--- config.mk ---
export PLATFORM = sky130hd
export DESIGN_NAME = adc_seq_ctrl
export DESIGN_NICKNAME = d
export VERILOG_FILES = /design/src/rtl/adc_seq_pkg.sv /design/src/rtl/adc_prescaler.sv /design/src/rtl/adc_sar_core.sv /design/src/rtl/adc_seq_ctrl.sv
export SDC_FILE = /design/constraint.sdc
export NUM_CORES = 1
export LEC_CHECK = 0
export ABC_AREA = 0
export ABC_CLOCK_PERIOD_IN_PS = 3400
export BUFFER_PORTS_ARGS = -buffer_cell sky130_fd_sc_hd__buf_2
export CAP_MARGIN = 25
export CORE_MARGIN = 5
export CORE_UTILIZATION = 59
export CTS_BUF_LIST = sky130_fd_sc_hd__clkbuf_4
export DETAILED_ROUTE_END_ITERATION = 6
export PLACE_DENSITY = 0.91
export SYNTH_ARGS = -nofsm -noshare
export SYNTH_HDL_FRONTEND = slang
export SYNTH_SLANG_ARGS = --single-unit
--- constraint.sdc ---
create_clock -name clk -period 3.4 [get_ports clk]
set_clock_uncertainty 0.05 [all_clocks]
set_input_delay 0.34 -clock clk [delete_from_list [all_inputs] [get_ports clk]]
set_output_delay 0.34 -clock clk [all_outputs]
set_load 0.02 [all_outputs]
--- src/rtl/adc_seq_pkg.sv ---
package adc_seq_pkg;

    typedef enum logic [1:0] {
        S_IDLE = 2'd0,
        S_CONV = 2'd1,
        S_DONE = 2'd2
    } seq_state_t;

    localparam logic [1:0] A_CTRL = 2'd0;
    localparam logic [1:0] A_DIV  = 2'd1;
    localparam logic [1:0] A_RHI  = 2'd2;
    localparam logic [1:0] A_RLO  = 2'd3;

    localparam int B_EN    = 0;
    localparam int B_START = 1;
    localparam int B_EOC   = 2;
    localparam int B_IE    = 3;
    localparam int B_CH_LO = 4;

endpackage

--- src/rtl/adc_prescaler.sv ---
module adc_prescaler #(
    parameter int DIV_W = 5
) (
    input  logic             clk,
    input  logic             rst_n,
    input  logic             run,
    input  logic [DIV_W-1:0] div_n,
    output logic             tick
);
    localparam int CNT_W = DIV_W + 1;

    logic [CNT_W-1:0] cnt_q;
    logic [CNT_W-1:0] lim;

    always_comb begin
        lim = (div_n == '0) ? CNT_W'(2) : {div_n, 1'b0};
    end

    assign tick = run && (cnt_q == lim - 1'b1);

    always_ff @(posedge clk or negedge rst_n) begin
        if (!rst_n) begin
            cnt_q <= '0;
        end else if (!run || tick) begin
            cnt_q <= '0;
        end else begin
            cnt_q <= cnt_q + 1'b1;
        end
    end

    // the period is at least two clocks, so ticks never come back to back
    assert_tick_spacing_R8: assert property (@(posedge clk) disable iff (!rst_n)
        tick |=> !tick);

endmodule

--- src/rtl/adc_sar_core.sv ---
module adc_sar_core #(
    parameter int RES_W = 10
) (
    input  logic             clk,
    input  logic             rst_n,
    input  logic             load,
    input  logic             step,
    input  logic             cmp_in,
    output logic [RES_W-1:0] code,
    output logic             last
);
    localparam int IDX_W = $clog2(RES_W);

    logic [IDX_W-1:0] idx_q;
    logic [RES_W-1:0] code_q;
    logic [RES_W-1:0] code_nxt;

    always_comb begin
        code_nxt = code_q;
        code_nxt[idx_q] = cmp_in;
        if (idx_q != '0) begin
            code_nxt[idx_q - 1'b1] = 1'b1;
        end
    end

    always_ff @(posedge clk or negedge rst_n) begin
        if (!rst_n) begin
            code_q <= '0;
            idx_q  <= '0;
        end else if (load) begin
            code_q <= {1'b1, {(RES_W-1){1'b0}}};
            idx_q  <= IDX_W'(RES_W - 1);
        end else if (step) begin
            code_q <= code_nxt;
            if (idx_q != '0) begin
                idx_q <= idx_q - 1'b1;
            end
        end
    end

    assign code = code_q;
    assign last = (idx_q == '0);

    // a rejected trial always lowers the code, an accepted one never does
    assert_step_down_R7: assert property (@(posedge clk) disable iff (!rst_n)
        (step && !load && !cmp_in) |=> (code_q < $past(code_q)));
    assert_step_up_R7: assert property (@(posedge clk) disable iff (!rst_n)
        (step && !load && cmp_in) |=> (code_q >= $past(code_q)));

endmodule

--- src/rtl/adc_seq_ctrl.sv ---
module adc_seq_ctrl
    import adc_seq_pkg::*;
#(
    parameter int RES_W = 10,
    parameter int CH_W  = 3,
    parameter int DIV_W = 5
) (
    input  logic             clk,
    input  logic             rst_n,
    input  logic [1:0]       bus_addr,
    input  logic             bus_we,
    input  logic [7:0]       bus_wdata,
    output logic [7:0]       bus_rdata,
    input  logic             cmp_in,
    output logic [RES_W-1:0] dac_code,
    output logic [CH_W-1:0]  mux_sel,
    output logic             adc_power,
    output logic             irq
);
    localparam int LO_W = RES_W - 8;

    seq_state_t state_q, state_nxt;

    logic             en_q, ie_q, start_q, eoc_q;
    logic [CH_W-1:0]  ch_q, ch_lat_q;
    logic [DIV_W-1:0] div_q;
    logic [RES_W-1:0] res_q;
    logic [RES_W-1:0] sar_code;
    logic             sar_last, tick;
    logic             ctrl_wr, div_wr, start_acc, step;

    assign ctrl_wr   = bus_we && (bus_addr == A_CTRL);
    assign div_wr    = bus_we && (bus_addr == A_DIV);
    assign start_acc = ctrl_wr && bus_wdata[B_START] && bus_wdata[B_EN]
                       && (state_q == S_IDLE);
    assign step      = tick && en_q && (state_q == S_CONV);

    adc_prescaler #(.DIV_W(DIV_W)) u_presc (
        .clk   (clk),
        .rst_n (rst_n),
        .run   (state_q == S_CONV),
        .div_n (div_q),
        .tick  (tick)
    );

    adc_sar_core #(.RES_W(RES_W)) u_sar (
        .clk    (clk),
        .rst_n  (rst_n),
        .load   (start_acc),
        .step   (step),
        .cmp_in (cmp_in),
        .code   (sar_code),
        .last   (sar_last)
    );

    // State register
    always_ff @(posedge clk or negedge rst_n) begin
        if (!rst_n) state_q <= S_IDLE;
        else        state_q <= state_nxt;
    end

    // Transitions: T_LAUNCH, T_ABORT, T_FINISH, T_PUBLISH
    always_comb begin
        state_nxt = state_q;
        unique case (state_q)
            S_IDLE: if (start_acc) state_nxt = S_CONV;
            S_CONV: begin
                if (!en_q)                 state_nxt = S_IDLE;
                else if (tick && sar_last) state_nxt = S_DONE;
            end
            S_DONE: state_nxt = S_IDLE;
            default: state_nxt = S_IDLE;
        endcase
    end

    // Register and flag updates driven by the state
    always_ff @(posedge clk or negedge rst_n) begin
        if (!rst_n) begin
            en_q     <= 1'b0;
            ie_q     <= 1'b0;
            start_q  <= 1'b0;
            eoc_q    <= 1'b0;
            ch_q     <= '0;
            ch_lat_q <= '0;
            div_q    <= '0;
            res_q    <= '0;
        end else begin
            if (ctrl_wr) begin
                en_q <= bus_wdata[B_EN];
                ie_q <= bus_wdata[B_IE];
                ch_q <= bus_wdata[B_CH_LO +: CH_W];
                if (!bus_wdata[B_EOC]) eoc_q <= 1'b0;
            end
            if (div_wr) div_q <= bus_wdata[DIV_W-1:0];
            if (start_acc) begin
                start_q  <= 1'b1;
                ch_lat_q <= bus_wdata[B_CH_LO +: CH_W];
            end
            if (state_q == S_CONV && !en_q) start_q <= 1'b0;
            if (state_q == S_DONE) begin
                start_q <= 1'b0;
                eoc_q   <= 1'b1;
                res_q   <= sar_code;
            end
        end
    end

    always_comb begin
        bus_rdata = '0;
        unique case (bus_addr)
            A_CTRL: bus_rdata = {1'b0, ch_q, ie_q, eoc_q, start_q, en_q};
            A_DIV:  bus_rdata[DIV_W-1:0] = div_q;
            A_RHI:  bus_rdata = res_q[RES_W-1:LO_W];
            A_RLO:  bus_rdata[LO_W-1:0] = res_q[LO_W-1:0];
            default: bus_rdata = '0;
        endcase
    end

    assign dac_code  = sar_code;
    assign mux_sel   = ch_lat_q;
    assign adc_power = en_q;
    assign irq       = eoc_q && ie_q;

    assert_done_sets_flag_R4: assert property (@(posedge clk) disable iff (!rst_n)
        (state_q == S_DONE) |=> eoc_q);
    assert_done_clears_start_R2: assert property (@(posedge clk) disable iff (!rst_n)
        (state_q == S_DONE) |=> !start_q);
    assert_flag_sticky_R4: assert property (@(posedge clk) disable iff (!rst_n)
        (eoc_q && !(ctrl_wr && !bus_wdata[B_EOC])) |=> eoc_q);
    assert_abort_R9: assert property (@(posedge clk) disable iff (!rst_n)
        (state_q == S_CONV && !en_q) |=> (state_q == S_IDLE && !start_q && $stable(res_q)));
    assert_standby_R3: assert property (@(posedge clk) disable iff (!rst_n)
        (state_q == S_IDLE && !(ctrl_wr && bus_wdata[B_EN])) |=> (state_q == S_IDLE));
    assert_chan_hold_R6: assert property (@(posedge clk) disable iff (!rst_n)
        (state_q == S_CONV) |=> $stable(ch_lat_q));
    assert_irq_source_R5: assert property (@(posedge clk) disable iff (!rst_n)
        $rose(irq) |-> ($past(state_q == S_DONE) || $past(ctrl_wr)));

endmodule

==> flow_summary.toml <==
[status]
status = "finished clean"

[clocking]
clock_path_buffers = 2
cts_root_buf = "clkbuf_4"
cts_tree = "yes"
path_clk_slew_ns = 0.14
cts_htree_levels = 2
post_cts_buffers = 0
cts_buffers = 5
cts_sinks = 47
insertion_delay_ns = 0.37

[place]
placed_cells = 332
dp_hpwl_um = 4300
portBuffers = 35
gp_congestion = 0.866

[floorplanning]
die_x_um = 77.1
die_h_um = 77.1
num_rows = 24
io_pins = 37
core-area_um2 = 4350
die_area_um2 = 5940
start_util_pct = 61.0

[sta]
worst_pin_slew_ns = 0.762
fin_crit_ns = 2.96
fin_crit_sh_pct = 86.9
drv_slew = 0
fmax_mhz = 338
tns_ns = 0
slew_headroom_pct = 49.1
rsz0062_at_grt = "false"
setup_violations = 0
hold_viol = 0

[synth]
synthesis.area_um2 = 2660
async_reset_ff_share_pct = 100
ys_ff_latch = 47
syn_nets = 276
synth_top_area_share_pct = 44.3
ys.flop_type = "dfrtp_1"
synth_cell_types = 51
synth_seq_area_share_pct = 44.3
yosys.area.top_type = "dfrtp_1"
synth_edf_count = 0
syn-instance-count = 255
synth_area_leaders = "dfrtp_1 (44%), mux2_2 (8.9%), nand2_1 (4.0%)"
avgSynthCellArea_um2 = 10.4
synth_warnings = 0
ys_top_cells_by_count = "dfrtp_1 (47), nand2_1 (28), mux2_2 (21)"
synth_most_common_cell = "dfrtp_1"

[global_routing]
use_met2_pct = 33.7
grt_pass1_vias = 1991
gr-max-usage-layer = "met2"
grt_max_degree = 48
grt_use_total_pct = 21.2
overflow = 0
grt_first_pass_wirelength_um = 10200
antenna_found_initial = 0
use_met1_pct = 29.5
grtUsageMet3_pct = 4.22

[setup_path]
crit_required_ns = 3.62
crit_path_start_kind = "flip-flop"
cp-end-kind = "flip-flop"
crit_fanout = 13
cp.arrival_ns = 3.17
path_class = "flip-flop to flip-flop"

[power]
switching_share_pct = 33.9
pwr-share-seq_pct = 53.0
pwr-share-clk_pct = 20.6
pwr-share-comb_pct = 26.4
peakVddDrop_mv = 0.216
power_per_cell_area_nw_per_um2 = 429
p_leak_nw = 1.39
power_switching_w = 0.000427
p_int_w = 0.000833

[worst_hold_path]
hp-class = "input pin to flip-flop"

[routing]
drtIter0Drc = 120
wire_per_inst_um = 17.3
drc = 0
dr.pass1.iters = 5
vias_per_cell = 6.15
ant_nets = 0
wirelength_um = 5950
vias = 2110

[cells_and_area]
fillCellCount = 335
drive_above_1_share_pct = 27.1
stdcell_count = 343
final_util_pct = 67.4
diodes = 0
final_nets = 311
synthToLayoutAreaGrowth_pct = 10.5

[run]
max_cap_violations = 0
sequential cells by signal (all words and copies together), names as in the netlist:
signal / cells
res_q: 10
u_presc.cnt_q: 6
div_q: 5
ch_q: 3
adc_power: 1
ie_q: 1
eoc_q: 1
u_sar.code: 10
u_sar.idx_q: 4
state_q: 2
start_q: 1
mux_sel: 3
power by group through the flow:
stage / clock network (W) / registers, W / logic (W)
5_1_grt: 0.000294 / 0.000678 / 0.000366
3_5_place_dp: 0 / 0.000677 / 0.000325
3_3_place_gp: 0 / 0.000674 / 0.000314
2_1_floorplan: 0 / 0.000672 / 0.000234
6_report: 0.000260 / 0.000668 / 0.000332
4_1_cts: 0.000272 / 0.000666 / 0.000326
final timing paths:
check,from,to,cells after the start,slack [ns]
setup / recovery,div_q[4]$_DFFE_PN0P_,u_sar.code[1]$_DFFE_PN0P_,10,0.44
hold / removal,bus_wdata[5],mux_sel[1]$_DFFE_PN0P_,3,0.12
setup reg to reg,div_q[4]$_DFFE_PN0P_,u_sar.code[1]$_DFFE_PN0P_,10,0.44
hold reg to reg,mux_sel[1]$_DFFE_PN0P_,mux_sel[1]$_DFFE_PN0P_,2,0.44
max in group asynchronous,rst_n,eoc_q$_DFFE_PN0P_,3,2.54
min in group asynchronous,rst_n,u_presc.cnt_q[5]$_DFF_PN0_,2,0.30
worst max-delay path, cell delays in order (launching register included):
cell and delay (ns):
dfrtp_1 0.47, nor4_2 0.26, nor2_1 0.10, ha_1 0.31, xor2_1 0.17, nand3b_1 0.10
mux2_4 0.28, and4b_1 0.61, buf_4 0.25, nor2_1 0.05, a211oi_1 0.21
through the flow:
stage	power (W)	worst slack [ns]	hold slack, ns	area [µm²]
after floorplan	0.000905	0.886	-0.00559	2660
after global placement	0.000988	0.541	0.405	2840
after detailed placement	0.00100	0.501	0.418	2840
after CTS	0.00126	0.441	0.107	2900
after global routing	0.00134	0.227	0.125	2930
final	0.00126	0.445	0.120	2930
cells in the final DEF (no fill, tap or decap), drive strengths merged, types with 3 or more instances in the layout:
master  instances
a211oi          5
a21oi          10
a22o            3
a22oi           3
a32o            3
and2            6
and3            4
buf            40
clkbuf          6
dfrtp          47
ha              7
inv             7
mux2           22
mux2i          10
nand2          28
nand3           7
nand3b          3
nor2           19
nor2b           7
nor3b           3
o21ai          11
xnor2           6
xor2            4
cells by family (layout without fill, tap and decap cells):
logic type	after synthesis	after routing	synth area share, %
buffers and inverters	21	57	4.15
DFF	47	47	44.3
AOI/OAI and AO/OA	48	48	12.8
and+or+nand+nor	88	88	17.2
xor gates and xnor gates	10	10	3.30
muxes	34	34	14.9
adders and majority gates	7	7	3.30
timing repair:
item / 4_1_cts / 5_1_grt
endpoints found under the hold margin: 0 / 7
hold buffers: 0 / 1
gates resized for setup: 0 / 0
final cells by class:
type	count	area [µm²]	area share (%)
inverter	7	26.3	0.896
sequential	47	1180	40.1
tap	52	65.1	2.22
multi-input combinational	187	1370	46.7
clock inverter	3	20.0	0.682
clock buffer	5	37.5	1.28
timing repair buffer	42	240	8.19
routing by layer:
layer / share of wire, % / up-vias / wire, µm
met4: 1.4 / 0 / 84
met5: 0 / - / 0
met2: 50 / 79 / 2960
met1: 43 / 1035 / 2540
met3: 6.2 / 13 / 371
li1: - / 983 / -
Note: power is estimated with default switching activity, not from simulation.
